`src/rtl/led_fc_pkg.sv`:
```
// Package: shared helpers for the LED fault result capture unit.
// Assumes the clock rate and window are given in Hz and ns.
package led_fc_pkg;

    // Number of clock cycles covering ns nanoseconds, rounded up and never zero.
    function automatic int unsigned settle_cycles(longint unsigned clk_hz,
                                                  longint unsigned ns);
        longint unsigned cyc;
        cyc = (clk_hz * ns + 64'd999_999_999) / 64'd1_000_000_000;
        if (cyc == 0) cyc = 1;
        return int'(cyc);
    endfunction

endpackage

```
`src/rtl/lfc_fault_merge.sv`:
```
// Module: lfc_fault_merge
// Folds the two comparator flags of each channel into one fault bit.
// Assumes both flag vectors are already synchronous to the system clock.
module lfc_fault_merge #(
    parameter int N = 16
) (
    input  logic [N-1:0] open_flag,
    input  logic [N-1:0] short_flag,
    output logic [N-1:0] fault_word
);

    // One OR gate per channel: any fault kind marks the channel.
    for (genvar ch = 0; ch < N; ch++) begin : g_chan
        assign fault_word[ch] = open_flag[ch] | short_flag[ch];
    end

endmodule

```
`src/rtl/lfc_shift_latch.sv`:
```
// Module: lfc_shift_latch
// Serial-in register with a parallel result load, plus the output latch.
// Assumes shift_stb is a single-cycle strobe in the clk domain.
module lfc_shift_latch #(
    parameter int N = 16
) (
    input  logic         clk,
    input  logic         rst_n,
    input  logic         shift_stb,
    input  logic         sdi,
    input  logic         le,
    input  logic         load,
    input  logic [N-1:0] load_word,
    output logic         sdo,
    output logic         latch_full
);

    logic [N-1:0] sreg;
    logic [N-1:0] latch_q;

    // Serial register: result load first, then shift.
    always_ff @(posedge clk) begin
        if (!rst_n)         sreg <= '0;
        else if (load)      sreg <= load_word;
        else if (shift_stb) sreg <= {sreg[N-2:0], sdi};
    end

    // Output latch: follows the register while le is high.
    always_ff @(posedge clk) begin
        if (!rst_n)  latch_q <= '0;
        else if (le) latch_q <= sreg;
    end

    assign sdo        = sreg[N-1];
    assign latch_full = &latch_q;

    a_r2_shift_in: assert property (@(posedge clk) disable iff (!rst_n)
        shift_stb && !load |=> sreg[0] == $past(sdi));
    a_r2_hold: assert property (@(posedge clk) disable iff (!rst_n)
        !shift_stb && !load |=> $stable(sreg));
    a_r9_load_wins: assert property (@(posedge clk) disable iff (!rst_n)
        load |=> sreg == $past(load_word));

endmodule

```
`src/rtl/lfc_drive_timer.sv`:
```
// Module: lfc_drive_timer
// Times the enable-low drive window, samples the fault word once settled,
// and issues a single result load per detection session on the enable rise.
// Assumes oe_n and detect_mode are synchronous to clk.
module lfc_drive_timer #(
    parameter int N          = 16,
    parameter int SETTLE_CYC = 100
) (
    input  logic         clk,
    input  logic         rst_n,
    input  logic         detect_mode,
    input  logic         oe_n,
    input  logic         latch_full,
    input  logic [N-1:0] fault_word,
    output logic         load,
    output logic [N-1:0] load_word,
    output logic         err
);

    localparam int              CW      = $clog2(SETTLE_CYC + 1);
    localparam logic [CW-1:0]   CNT_TOP = CW'(SETTLE_CYC);

    logic          oe_prev;
    logic [CW-1:0] cnt;
    logic          sampled;
    logic [N-1:0]  sample_word;
    logic          used;
    logic          qualify;

    assign qualify   = detect_mode && !used && latch_full && !oe_n;
    assign load      = detect_mode && !used && oe_n && !oe_prev;
    assign load_word = sampled ? sample_word : '0;

    // Enable history for rise detection.
    always_ff @(posedge clk) begin
        if (!rst_n) oe_prev <= 1'b1;
        else        oe_prev <= oe_n;
    end

    // Drive-window counter and fault sampling once the window has elapsed.
    always_ff @(posedge clk) begin
        if (!rst_n) begin
            cnt         <= '0;
            sampled     <= 1'b0;
            sample_word <= '0;
        end else if (!detect_mode || oe_n) begin
            cnt     <= '0;
            sampled <= 1'b0;
        end else if (qualify) begin
            if (cnt == CNT_TOP) begin
                sample_word <= fault_word;
                sampled     <= 1'b1;
            end else begin
                cnt <= cnt + 1'b1;
            end
        end
    end

    // Session bookkeeping: one load per entry, error on an invalid pass.
    always_ff @(posedge clk) begin
        if (!rst_n || !detect_mode) begin
            used <= 1'b0;
            err  <= 1'b0;
        end else if (load) begin
            used <= 1'b1;
            if (!sampled) err <= 1'b1;
        end
    end

    a_r5_cnt_bound: assert property (@(posedge clk) disable iff (!rst_n)
        cnt <= CNT_TOP);
    a_r5_sample_after_settle: assert property (@(posedge clk) disable iff (!rst_n)
        $rose(sampled) |-> $past(cnt) == CNT_TOP);
    a_r4_err_from_load: assert property (@(posedge clk) disable iff (!rst_n)
        $rose(err) |-> $past(load));
    a_r7_clear: assert property (@(posedge clk) disable iff (!rst_n)
        !detect_mode |=> !err && !sampled);

endmodule

```
`src/rtl/led_fault_capture.sv`:
```
// Module: led_fault_capture (top)
// Detection-mode result capture for an N-channel LED sink: measures the
// enable-low drive time, samples the comparator flags and returns them
// through the display shift register.
// Assumes every input is synchronous to clk.
module led_fault_capture
    import led_fc_pkg::*;
#(
    parameter int N          = 16,
    parameter int SYS_CLK_HZ = 100_000_000,
    parameter int SETTLE_NS  = 1000
) (
    input  logic         clk,
    input  logic         rst_n,
    input  logic         detect_mode,
    input  logic         oe_n,
    input  logic         le,
    input  logic         shift_stb,
    input  logic         sdi,
    input  logic [N-1:0] open_flag,
    input  logic [N-1:0] short_flag,
    output logic         sdo,
    output logic         drive_short_err
);

    localparam int SETTLE_CYC = settle_cycles(longint'(SYS_CLK_HZ), longint'(SETTLE_NS));

    logic [N-1:0] fault_word;
    logic [N-1:0] load_word;
    logic         load;
    logic         latch_full;

    lfc_fault_merge #(.N(N)) u_merge (
        .open_flag  (open_flag),
        .short_flag (short_flag),
        .fault_word (fault_word)
    );

    lfc_drive_timer #(.N(N), .SETTLE_CYC(SETTLE_CYC)) u_timer (
        .clk         (clk),
        .rst_n       (rst_n),
        .detect_mode (detect_mode),
        .oe_n        (oe_n),
        .latch_full  (latch_full),
        .fault_word  (fault_word),
        .load        (load),
        .load_word   (load_word),
        .err         (drive_short_err)
    );

    lfc_shift_latch #(.N(N)) u_shift (
        .clk        (clk),
        .rst_n      (rst_n),
        .shift_stb  (shift_stb),
        .sdi        (sdi),
        .le         (le),
        .load       (load),
        .load_word  (load_word),
        .sdo        (sdo),
        .latch_full (latch_full)
    );

    a_r8_no_load_outside: assert property (@(posedge clk) disable iff (!rst_n)
        !detect_mode && !shift_stb |=> $stable(sdo));

endmodule

```
`config.mk`:
```
export PLATFORM = sky130hd
export DESIGN_NAME = led_fault_capture
export DESIGN_NICKNAME = d
export VERILOG_FILES = /design/src/rtl/led_fc_pkg.sv /design/src/rtl/lfc_fault_merge.sv /design/src/rtl/lfc_shift_latch.sv /design/src/rtl/lfc_drive_timer.sv /design/src/rtl/led_fault_capture.sv
export SDC_FILE = /design/constraint.sdc
export NUM_CORES = 1
export LEC_CHECK = 0
export ABC_AREA = 1
export BUFFER_PORTS_ARGS = -buffer_cell sky130_fd_sc_hd__buf_2
export CORE_ASPECT_RATIO = 2
export CORE_MARGIN = 5
export CORE_UTILIZATION = 40
export CTS_CLUSTER_SIZE = 24
export DETAILED_ROUTE_END_ITERATION = 8
export GPL_TIMING_DRIVEN = 0
export MAX_ROUTING_LAYER = met4
export SLEW_MARGIN = 20
export SYNTH_ARGS = -nofsm -noshare
export SYNTH_HDL_FRONTEND = slang
export SYNTH_SLANG_ARGS = --single-unit
export TNS_END_PERCENT = 1
```
`constraint.sdc`:
```
create_clock -name clk -period 3.2 [get_ports clk]
set_clock_uncertainty 0.05 [all_clocks]
set_input_delay 0.64 -clock clk [delete_from_list [all_inputs] [get_ports clk]]
set_output_delay 0.64 -clock clk [all_outputs]
set_load 0.02 [all_outputs]
```
# Word-level counts from Yosys, hierarchy flattened
# Index checks and enable logic that the tools add are counted.
[totals]
regBits = 59
out_inout_bits = 2
word_cells = 52
[classes]
add_sub_neg = 1
eq_ne = 1
n_mux = 3
n_bitwise = 20
n_reduce_logical = 19
[ops]
columns = ["cell", "count"]
rows = [
  ["$mux 16", 3],
  ["$or 1x1->1", 16],
  ["$reduce_and 16->1", 1],
  ["$add 7x1->7 const B", 1],
  ["$eq 7x7->1 const B", 1],
  ["$reduce_and 2->1", 3],
  ["$logic_and 1x1->1", 5],
  ["$logic_not 1->1", 5],
  ["$not 1->1", 4],
  ["$reduce_and 3->1", 1],
  ["$logic_or 1x1->1", 2],
  ["$reduce_bool 2->1", 1],
  ["$reduce_or 2->1", 1],
]

# Logic depth before layout (Yosys ltp)
# Gate-level depths: netlist of run 1.
[logic_depth]
depth_word = 5
ltp_mapped = 10
mapped_depth_nobuf = 9

# Hierarchy
# A second synthesis of run 1 with hierarchy kept.
[hier_totals]
cells_unflattened = 467
hier_area_um2 = 3084.2
[modules_own_cells]
columns = ["mod", "instances", "cells_per_inst", "area_each_um2"]
rows = [
  ["lfc_drive_timer", 1, 213, 1490.2],
  ["lfc_shift_latch", 1, 206, 1413.9],
  ["lfc_fault_merge", 1, 48, 180.2],
]

# Worst setup path after synthesis of run 1
# Ideal clock, no wire load.
[synth_timing]
path_kind = "in2reg"
start = "in detect_mode"
end = "reg u_shift.sreg[15]"
setup_time_ps = 110
t_arrival_ps = 1508
required_ps = 3040
setup_slack_ps = 1532
stages = 10
cell_sequence = "inv_2 -> nor2_1 -> nand2_2 -> nand2_1 -> inv_2 -> buf_2 -> nand2_1 -> nand3_1 -> nand2_1 -> inv_1"
[synth_between]
elab_chain_len = 4
word_cells_on_any_way = 5
[synth_rtl]
columns = ["element", "line", "source"]
rows = [
  ["from (decl)", "led_fault_capture.sv:15", "input logic detect_mode,"],
  ["$logic_and 1x1->1 (*) (3 in series)", "lfc_drive_timer.sv:31", "assign load = detect_mode && !used && oe_n && !oe_prev;"],
  ["$mux 16 / $reduce_bool 2->1 (equally long branches)", "n/a", ""],
  ["to (signal assigned)", "lfc_shift_latch.sv:24", "else if (load) sreg <= load_word;"],
  ["to (signal assigned)", "lfc_shift_latch.sv:25", "else if (shift_stb) sreg <= {sreg[N-2:0], sdi};"],
  ["to (decl)", "lfc_shift_latch.sv:18", "logic [N-1:0] sreg;"],
]
# Every way passes the cells marked *; elsewhere a longest branch is shown, timed or not.
# A chain may end at the register's enable or synchronous reset.

# Worst setup path in the final report of run 1
[layout_timing]
start = "reg u_shift.latch_q[9]"
end = "reg u_timer.sample_word[13]"
[layout_between]
elab_chain_len = 4
[layout_rtl]
columns = ["element", "line", "source"]
rows = [
  ["from (decl)", "lfc_shift_latch.sv:19", "logic [N-1:0] latch_q;"],
  ["from (signal assigned)", "lfc_shift_latch.sv:31", "else if (le) latch_q <= sreg;"],
  ["$reduce_and 16->1", "lfc_shift_latch.sv:35", "assign latch_full = &latch_q;"],
  ["$logic_and 1x1->1 (2 in series)", "lfc_drive_timer.sv:30", "assign qualify = detect_mode && !used && latch_full && !oe_n;"],
  ["$reduce_and 3->1 (no line)", "n/a", ""],
  ["to (signal assigned)", "lfc_drive_timer.sv:51", "sample_word <= fault_word;"],
  ["to (decl)", "lfc_drive_timer.sv:26", "logic [N-1:0] sample_word;"],
]
# Every way passes these cells.

==> results.ini, run 1 <==
[worst_setup_path]
arrival_ns=1.99
worstReg2RegEnd=u_timer.sample_word[13]
r2r_slack_ns=1.38
reg2reg_from=u_shift.latch_q[9]
startpoint_type=register
critPathMaxFanout=10
critPathKind=register to register
r2r_cells=8
end_kind=register
required_ns=3.37

[route]
avgViaCountPerCell=4.499
drc=0
drt-total-wl_mm=5.954
wl_per_cell_um=10.97
vias=2443
drt_iter0_drc=106
drtPass1Iterations=6
final_antenna_net_count=0

[min_path]
whs_endpoint=u_timer.err
hp-class=register to register
holdPathStages=2
min_from=u_timer.err

[yosys]
avgSynthCellArea_um2=6.622
synth.cell_area_um2=2649
ys_warn_count=0
yosysSeqAreaShare_pct=44.59
synth-xor-area-share_pct=0.3307
synth_top_family_by_area=simple AND/OR/NAND/NOR gates
post_synth_and_or_nand_nor_area_fraction_pct=40.81
yosys_register_bits=59
synth_compound_area_share_pct=5.574
muxShareOfSynthArea_pct=0
synth_nets=441
ys_types=24
synthCells=400
synth_fa_ha_area_share_pct=0.9447

[timing]
maxSlewHeadroom_pct=66.48
rsz0062_at_grt=false
period_minus_slack_ns=1.823
setup_viol=0
fin_crit_sh_pct=56.98
worst_pin_slew_ns=0.5027
tns_ns=0
slew_viol_final=0
fmax_mhz=548.4
finalHoldWorstSlack_ns=0.4000
hold_viol_final=0

[cells_and_area]
diodes=0
fin_nets=491
area_growth_pct=23.62
finalInstanceArea_um2=3274
drive_above_1_share_pct=14.95

[power]
leakage_nw=1.536
cellPowerDensity_nw_per_um2=569.6
p_total_w=0.001865
max-vdd-ir-drop_uv=376.4

[global_routing]
antenna_found_initial=0
grt_use_total_pct=16.74
grt_max_degree=11
grt_pass1_vias=2357
grt-ovfl-total=0
grt_pass1_wl_mm=10.63

[die]
core_area_um2=6516
pin_count=41
start_util_pct=40.65
die_y_um=125.1
die_area_um2=8448
dieWidth_um=67.54
rows=42

[placed_design]
port_buffers=39
place_area_um2=2954
place_congestion=0.7803
hpwl_mm=4.568

[clocking]
clkLatencyLatePin_ns=0.32
cts_buffers=9
cts_setup_buffers=0
clockBufferDepth=2
clock-root-buffer=clkbuf_16
ctsHoldBuffers=0
cts_max_level=3
cts-resized-gates=0
tritoncts=built
clock_sinks=59
clk_pin_slew_worst_paths_ns=0.05

[run]
maxCapViolCount=0

[status]
status=complete, no violations

[per-layer routing]
layer  GRT usage (%)  up-vias  part of all wire, %
li1                -     1354                    -
met1           20.51     1030                   46
met2           25.33       52                   47
met3           4.578        7                  5.3
met4           7.057        0                  2.0
met5               -        -                    0
[cells in the mapped netlist (all sizes together)]
cell type    n  area, um2
a21oi        6      30.03
a22oi        1      7.510
a31oi        2      12.51
buf          6      36.29
clkbuf      10      37.54
dfxtp       59       1181
ha           2      25.02
inv         35      131.4
nand2       97      369.1
nand3       50      250.2
nand4        1      6.260
nor2       108      429.2
nor3         3      26.28
o211ai       1      7.510
o21ai       18      90.09
xor2         1      8.760
[stage by stage]
step / instances / worst slack [ns] / utilization [%]
after CTS: 543 / 1.306 / 50.25
final: 543 / 1.377 / 50.25
after global placement: 527 / 1.070 / 45.33
after global routing: 543 / 1.102 / 50.25
after detailed placement: 527 / 1.055 / 45.33
after floorplan: 400 / 1.532 / -
[logic make-up (layout without fill, tap and decap cells)]
logic type / after synthesis / in the layout
AOI/OAI and AO/OA: 28 / 28
buffers and inverters: 51 / 106
adders and majority gates: 2 / 2
DFF: 59 / 59
and+or+nand+nor: 259 / 259
xor gates and xnor gates: 1 / 1
[report_power, final]
part / leakage, nW / total [W] / switching (W) / internal, W
clock: 0.157 / 0.00102 / 0.000316 / 0.000702
combinational: 0.900 / 0.0000893 / 0.0000531 / 0.0000362
sequential: 0.479 / 0.000758 / 0.00000745 / 0.000750
[worst max-delay path, cell delays in order, from the launching register on]
cell	delay, ns
dfxtp_1	0.33
nand2_1	0.06
nor2_1	0.26
nand3_1	0.11
nor2_1	0.24
clkbuf_1	0.40
nand3_1	0.14
nand2_1	0.09
nor2_1	0.05
[worst max-delay path by stage]
stage,to,cells past startpoint,start,slack [ns]
floorplan,u_shift.sreg[15],10,detect_mode,1.53
global route,u_timer.sample_word[13],8,u_shift.latch_q[8],1.10
global placement,u_timer.sample_word[9],8,oe_n,1.07
finish,u_timer.sample_word[13],8,u_shift.latch_q[9],1.38
detailed placement,u_timer.sample_word[13],8,oe_n,1.05
CTS,u_timer.sample_word[13],8,u_shift.latch_q[9],1.31
[placed cells by master (no fill, tap or decap)]
| cell type | instances |
|---|---|
| o21ai_0 | 18 |
| nand2_2 | 2 |
| clkinv_2 | 1 |
| a22oi_1 | 1 |
| a31oi_1 | 2 |
| a21oi_1 | 6 |
| buf_2 | 41 |
| nor3_1 | 2 |
| nor3_4 | 1 |
| buf_4 | 1 |
| nand2_1 | 95 |
| inv_2 | 4 |
| bufinv_16 | 2 |
| nor2_1 | 104 |
| clkbuf_8 | 1 |
| nand3_1 | 50 |
| inv_1 | 31 |
| clkbuf_16 | 9 |
| buf_1 | 2 |
| clkinv_4 | 1 |
| buf_6 | 1 |
| o211ai_1 | 1 |
| ha_1 | 2 |
| nand4_1 | 1 |
| dfxtp_1 | 59 |
| nor2_8 | 1 |
| xor2_1 | 1 |
| nor2_2 | 3 |
| clkbuf_1 | 12 |
[flip-flops by register name (all words and copies together), names as in the netlist]
register             cells
u_timer.cnt              7
u_timer.oe_prev          1
u_timer.sample_word     16
u_shift.sreg            16
u_timer.sampled          1
u_shift.latch_q         16
u_timer.used             1
u_timer.err              1
[cell type report]
| type | instances | area [um2] |
|---|---|---|
| tap | 88 | 110.1 |
| clock buffer | 12 | 246.5 |
| timing repair buffer | 39 | 195.2 |
| multi-input combinational | 290 | 1262 |
| fill | 721 | 3242 |
| buffer | 16 | 73.82 |
| sequential | 59 | 1181 |
| inverter | 35 | 131.4 |
| clock inverter | 4 | 73.82 |
Note: power is estimated with default switching activity, not from simulation.
==> inputs of run 2 (changes only) <==
==> constraint.sdc (replaced) <==
create_clock -name clk -period 1.7 [get_ports clk]
set_clock_uncertainty 0.05 [all_clocks]
set_input_delay 0.34 -clock clk [delete_from_list [all_inputs] [get_ports clk]]
set_output_delay 0.34 -clock clk [all_outputs]
set_load 0.02 [all_outputs]
==> run 2 against run 1 <==
Compared with the run above:
- die area is the same
- total power grew 88%
- worst setup slack lost 1.3 ns
- fmax grew 13%
- cell area grew 1.9%
- register-to-register slack lost 1.3 ns
- critical endpoint is now u_timer.sample_word[10]
- highest routed layer unchanged
==> results.ini, run 2 (same netlist as run 1, synthesis figures left out) <==
[clocking]
clock-root-buffer=clkbuf_16
clkLatencyLatePin_ns=0.32  ; about the same
cts_max_level=3  ; unchanged
ctsHoldBuffers=0  ; unchanged
tritoncts=built
clk_pin_slew_worst_paths_ns=0.05  ; about the same
cts_buffers=9  ; unchanged
clock_sinks=59  ; unchanged
clockBufferDepth=2  ; unchanged

[global_routing]
gr-max-usage-layer=met2
grt_use_total_pct=16.87  ; +0.13 points
grt_pass1_vias=2361  ; +0.17%
grt_max_degree=11  ; unchanged
met2_usage_pct=25.67  ; +0.34 points
antenna_found_initial=0  ; unchanged
use_met3_pct=4.578  ; unchanged
grt-ovfl-total=0  ; unchanged
use_met1_pct=20.68  ; +0.17 points
grt_pass1_wl_mm=10.70  ; +0.65%

[run]
maxCapViolCount=0  ; unchanged

[power]
p_int_w=0.002802  ; +88%
max-vdd-ir-drop_uv=752.3  ; +100%
leakage_nw=1.564  ; +1.8%
swShare_pct=20.28  ; +0.067 points
seqPwrFrac_pct=40.6  ; about the same
cellPowerDensity_nw_per_um2=1053  ; +85%
p_total_w=0.003514  ; +88%
pwr-share-comb_pct=4.8  ; about the same
power_switching_w=0.0007126  ; +89%
power.share.clock_pct=54.6  ; about the same

[timing]
setup_viol=0  ; unchanged
tns_ns=0  ; unchanged
rsz0062_at_grt=true
maxSlewHeadroom_pct=66.34  ; -0.15 points
hold_viol_final=0  ; unchanged
fmax_mhz=621.8  ; +13%
period_minus_slack_ns=1.608  ; -0.2151 ns
fin_crit_sh_pct=94.61  ; +38 points
worst_pin_slew_ns=0.5049  ; +0.002181 ns
slew_viol_final=0  ; unchanged

[route]
drt_iter0_drc=102  ; -3.8%
vias=2453  ; +0.41%
wl_per_cell_um=11.08  ; +1.0%
avgViaCountPerCell=4.493  ; -0.14%
final_antenna_net_count=0  ; unchanged
drc=0  ; unchanged
drt-total-wl_mm=6.047  ; +1.6%
drtPass1Iterations=4  ; -2

[worst_setup_path]
crit_slowest_cell=dfxtp_2
crit_top_cell=nor2_1
r2r_cells=9  ; +1
required_ns=1.92  ; -1.45 ns
critPathKind=register to register
arrival_ns=1.82  ; -0.17 ns
critPathMaxStageDelay_ns=0.33  ; -0.07 ns
crit_chain=inv_1, ha_1, nand2_1, nor3_4, inv_2, nor2_8, buf_8, nor2_1, nor2_1
end_kind=register
startpoint_type=register
critPathMaxFanout=10  ; unchanged

[die]
core_area_um2=6516  ; unchanged
dieWidth_um=67.54  ; unchanged
start_util_pct=40.65  ; unchanged
rows=42  ; unchanged
pin_count=41  ; unchanged
die_y_um=125.1  ; unchanged
die_area_um2=8448  ; unchanged

[min_path]
hp-class=primary input to register
holdPathStages=3  ; +1

[cells_and_area]
mostFrequentLayoutCell=nor2_1
fin_nets=494  ; +0.61%
most-common-layout-cells=nor2_1 (101), nand2_1 (94), dfxtp_1 (57)
largest_registers=u_shift.latch_q x16, u_shift.sreg x16, u_timer.sample_word x16
drive_above_1_share_pct=17.47  ; +2.5 points
area_growth_pct=26.03
diodes=0  ; unchanged

[placed_design]
port_buffers=39  ; unchanged
place_congestion=0.7803  ; unchanged
hpwl_mm=4.568  ; unchanged

[status]
status=complete, no violations

run 2: changes by cell type in the layout (fill, tap and decap cells not counted), moves of 2 or more:
cell / change
buf_4: +2
nor2_2: +2
nor2_1: -3
dfxtp_2: +2
clkbuf_4: +2
clkbuf_1: -2
dfxtp_1: -2
run 2: path summary, 6_finish.rpt:
check / end / start / slack, ns
setup / recovery: u_timer.sample_word[10] / u_timer.cnt[1] / 0.09
hold / removal: u_timer.oe_prev / oe_n / 0.22
setup reg to reg: u_timer.sample_word[10] / u_timer.cnt[1] / 0.09
hold reg to reg: u_timer.err / u_timer.err / 0.40
run 2: routing by layer:
metal  wire, um  share of wire [%]  vias up
met5          0                  0        -
met3        301                5.0        8
li1           -                  -     1357
met1       2772                 46     1041
met4        127                2.1        0
met2       2845                 47       47
run 2: power by group through the flow:
stage | sequential (W) | clock (W) | combinational (W)
CTS | 0.00143 | 0.00196 | 0.000171
global route | 0.00143 | 0.00201 | 0.000198
finish | 0.00143 | 0.00192 | 0.000170
floorplan | 0.00145 | 0 | 0.0000966
detailed placement | 0.00145 | 0 | 0.000170
global placement | 0.00145 | 0 | 0.000169
run 2: layout make-up:
cell class,count,area (um2)
plain buffers,16,85.08
clock buffers,12,246.5
clock inverters,4,73.82
fillers,711,3178
inverters,35,131.4
multi-input cells,290,1277
flip-flops and latches,59,1184
well taps,88,110.1
repair buffers,42,230.2
run 2: critical path: cells and delay by family (launching register included):
kind / cells / cell delay, ns
adders and majority gates: 1 / 0.16
buffers and inverters: 3 / 0.34
DFF: 1 / 0.33
and+or+nand+nor: 5 / 0.66
run 2: through the flow:
stage | setup slack, ns | hold WS, ns | area, um2 | cells | util (%)
CTS | 0.007055 | 0.2250 | 3287 | 544 | 50.44
floorplan | 0.1493 | 0.3864 | 2649 | 400 | -
global placement | -0.1703 | 0.3956 | 2954 | 527 | 45.33
global route | -0.02987 | 0.2434 | 3338 | 546 | 51.23
detailed placement | -0.1806 | 0.3928 | 2954 | 527 | 45.33
finish | 0.09171 | 0.2218 | 3338 | 546 | 51.23
run 2: repair_timing:
action / 4_1_cts / 5_1_grt
resized for setup: 3 / 12
hold endpoints to repair: 0 / 0
pin swaps: 2 / 3
buffers inserted: 1 / 2
setup endpoints to repair: 21 / 32
==> inputs of run 3 (changes only) <==
--- a/config.mk
+++ b/config.mk
@@ -7,13 +7,16 @@
 export LEC_CHECK = 0
 export ABC_AREA = 1
 export BUFFER_PORTS_ARGS = -buffer_cell sky130_fd_sc_hd__buf_2
+export CELL_PAD_IN_SITES_DETAIL_PLACEMENT = 1
+export CELL_PAD_IN_SITES_GLOBAL_PLACEMENT = 2
 export CORE_ASPECT_RATIO = 2
 export CORE_MARGIN = 5
-export CORE_UTILIZATION = 40
+export CORE_UTILIZATION = 30
 export CTS_CLUSTER_SIZE = 24
 export DETAILED_ROUTE_END_ITERATION = 8
 export GPL_TIMING_DRIVEN = 0
 export MAX_ROUTING_LAYER = met4
+export PLACE_DENSITY_LB_ADDON = 0.1
 export SLEW_MARGIN = 20
 export SYNTH_ARGS = -nofsm -noshare
 export SYNTH_HDL_FRONTEND = slang
==> constraint.sdc (replaced) <==
create_clock -name clk -period 1.7 [get_ports clk]
set_clock_uncertainty 0.05 [all_clocks]
set_input_delay 0.255 -clock clk [delete_from_list [all_inputs] [get_ports clk]]
set_output_delay 0.255 -clock clk [all_outputs]
set_load 0.02 [all_outputs]
==> run 3 against run 2 <==
Compared with the run above:
- worst setup slack better by 0.036 ns
- cell area is 1.5% higher
- wire length is 24% higher
- fmax is 2.3% higher
- clock power is 13% higher
- non-clock buffer count is 1 lower
- first-iteration DRC count is 18% lower
- critical path depth stayed put
- critical path type unchanged
==> results.ini, run 3 (same netlist as run 1, synthesis figures left out) <==
[worst_setup_path]
required_ns=1.88  ; -0.04 ns
critPathKind=register to register
reg2reg_from=u_timer.cnt[0]
worstReg2RegEnd=u_timer.sample_word[6]
end_kind=register
arrival_ns=1.75  ; -0.07 ns
r2r_cells=9  ; unchanged
critPathMaxFanout=10  ; unchanged
r2r_slack_ns=0.13  ; +0.04 ns
startpoint_type=register

[timing]
worst_pin_slew_ns=0.5742  ; +0.06926 ns
maxSlewHeadroom_pct=61.72  ; -4.6 points
finalHoldWorstSlack_ns=0.1367  ; -0.08513 ns
rsz0062_at_grt=true
fmax_mhz=635.9  ; +2.3%
slew_viol_final=0  ; unchanged
setup_viol=0  ; unchanged
fin_crit_sh_pct=92.50  ; -2.1 points
hold_viol_final=0  ; unchanged
period_minus_slack_ns=1.573  ; -0.03570 ns

[global_routing]
grt-ovfl-total=0  ; unchanged
grt_use_total_pct=15.31  ; -1.6 points
grt_pass1_vias=2702  ; +14%
grt_max_degree=11  ; unchanged
grt_pass1_wl_mm=12.70  ; +19%
antenna_found_initial=0  ; unchanged

[power]
power_switching_w=0.0007506  ; +5.3%
swShare_pct=19.86  ; -0.41 points
seqPwrFrac_pct=37.7  ; -2.9 points
leakage_nw=1.589  ; +1.6%
max-vdd-ir-drop_uv=625.5  ; -17%
p_total_w=0.003779  ; +7.5%
power.share.clock_pct=57.6  ; +3.0 points
p_int_w=0.003028  ; +8.1%
cellPowerDensity_nw_per_um2=1115  ; +5.9%
pwr-share-comb_pct=4.7  ; about the same

[cells_and_area]
mostFrequentLayoutCell=nor2_1
fin_nets=493  ; -0.20%
finalInstanceArea_um2=3390  ; +1.5%
fillers=1153  ; +62%
fin_util_pct=39.19  ; -12 points
largest_registers=u_shift.latch_q x16, u_shift.sreg x16, u_timer.sample_word x16
most-common-layout-cells=nor2_1 (98), nand2_1 (94), dfxtp_1 (59)
final_cells=557  ; +2.0%
drive_above_1_share_pct=17.94  ; +0.48 points
area_growth_pct=27.96
diodes=0  ; unchanged

[min_path]
min_from=oe_n
whs_endpoint=u_timer.oe_prev
holdPathStages=3  ; unchanged
hp-class=primary input to register

[clocking]
tritoncts=built
clkLatencyLatePin_ns=0.33  ; about the same
clock_sinks=59  ; unchanged
cts_buffers=9  ; unchanged
cts_max_level=3  ; unchanged
ctsHoldBuffers=0  ; unchanged
clk_pin_slew_worst_paths_ns=0.05  ; about the same
clock-root-buffer=clkbuf_16
clockBufferDepth=2  ; unchanged

[route]
drtPass1Iterations=4  ; unchanged
drt_iter0_drc=84  ; -18%
avgViaCountPerCell=4.652  ; +3.5%
drc=0  ; unchanged
wl_per_cell_um=13.51  ; +22%
vias=2591  ; +5.6%
drt-total-wl_mm=7.524  ; +24%
final_antenna_net_count=0  ; unchanged

[placed_design]
port_buffers=39  ; unchanged
place_area_um2=2969  ; +0.51%
place_congestion=0.7931  ; +1.6%
hpwl_mm=6.029  ; +32%
placed_cells=539  ; +2.3%

[die]
die_area_um2=10920  ; +29%
start_util_pct=30.63  ; -10 points
core_area_um2=8648  ; +33%
dieWidth_um=76.44  ; +13%
pin_count=41  ; unchanged
rows=48  ; +14%
die_y_um=142.9  ; +14%

[run]
maxCapViolCount=0  ; unchanged

[status]
status=complete, no violations

-- run 3: worst max-delay path by stage --
stage,start,end,slack [ns],cells past startpoint
2_1_floorplan,u_timer.cnt[0],u_timer.sampled,0.15,9
3_3_place_gp,u_shift.latch_q[9],u_timer.sample_word[9],-0.30,8
3_5_place_dp,u_shift.latch_q[9],u_timer.sample_word[9],-0.32,8
4_1_cts,u_timer.used,u_shift.sreg[0],0.02,6
5_1_grt,u_shift.latch_q[13],u_timer.sample_word[4],-0.02,8
6_report,u_timer.cnt[0],u_timer.sample_word[6],0.13,9
-- run 3: cell type report --
type	count	area [um2]	share of cell area (%)
sequential	59	1181	34.85
timing repair buffer	41	210.2	6.202
multi-input combinational	290	1300	38.35
inverter	35	131.4	3.876
clock inverter	4	95.09	2.805
clock buffer	12	266.5	7.863
tap	100	125.1	3.691
buffer	16	80.08	2.362
-- run 3: metrics by stage --
stage	worst slack [ns]	TNS (ns)
final	0.1274	0
after global routing	-0.01846	-0.08119
after CTS	0.01567	0
after detailed placement	-0.3220	-6.075
after global placement	-0.3035	-5.215
after floorplan	0.1493	0
-- run 3: worst max-delay path: stages, from the launching register on --
cell and delay (ns):
dfxtp_1 0.32, inv_1 0.12, ha_1 0.16, nand2_1 0.08, nor3_4 0.19, buf_4 0.16
buf_4 0.17, nand3_1 0.09, nand2_1 0.07, nor2_1 0.05
-- run 3: routing by layer --
| layer | global-route usage, % | vias up | part of all wire [%] |
|---|---|---|---|
| met4 | 8.387 | 0 | 2.7 |
| met2 | 28.84 | 32 | 56 |
| met5 | - | - | 0 |
| met1 | 14.41 | 1193 | 39 |
| li1 | - | 1353 | - |
| met3 | 2.588 | 13 | 2.3 |
-- run 3: power groups by stage --
stage | clock [W] | combinational, W | sequential [W]
floorplan | 0 | 0.0000966 | 0.00145
global placement | 0 | 0.000178 | 0.00145
detailed placement | 0 | 0.000181 | 0.00145
CTS | 0.00222 | 0.000183 | 0.00142
global route | 0.00230 | 0.000205 | 0.00143
finish | 0.00217 | 0.000179 | 0.00143
-- run 3: repair_timing --
action | in CTS | in global routing
gates resized for setup | 8 | 10
pin swaps | 1 | 1
endpoints found under the setup margin | 22 | 31
setup buffers | 2 | 0
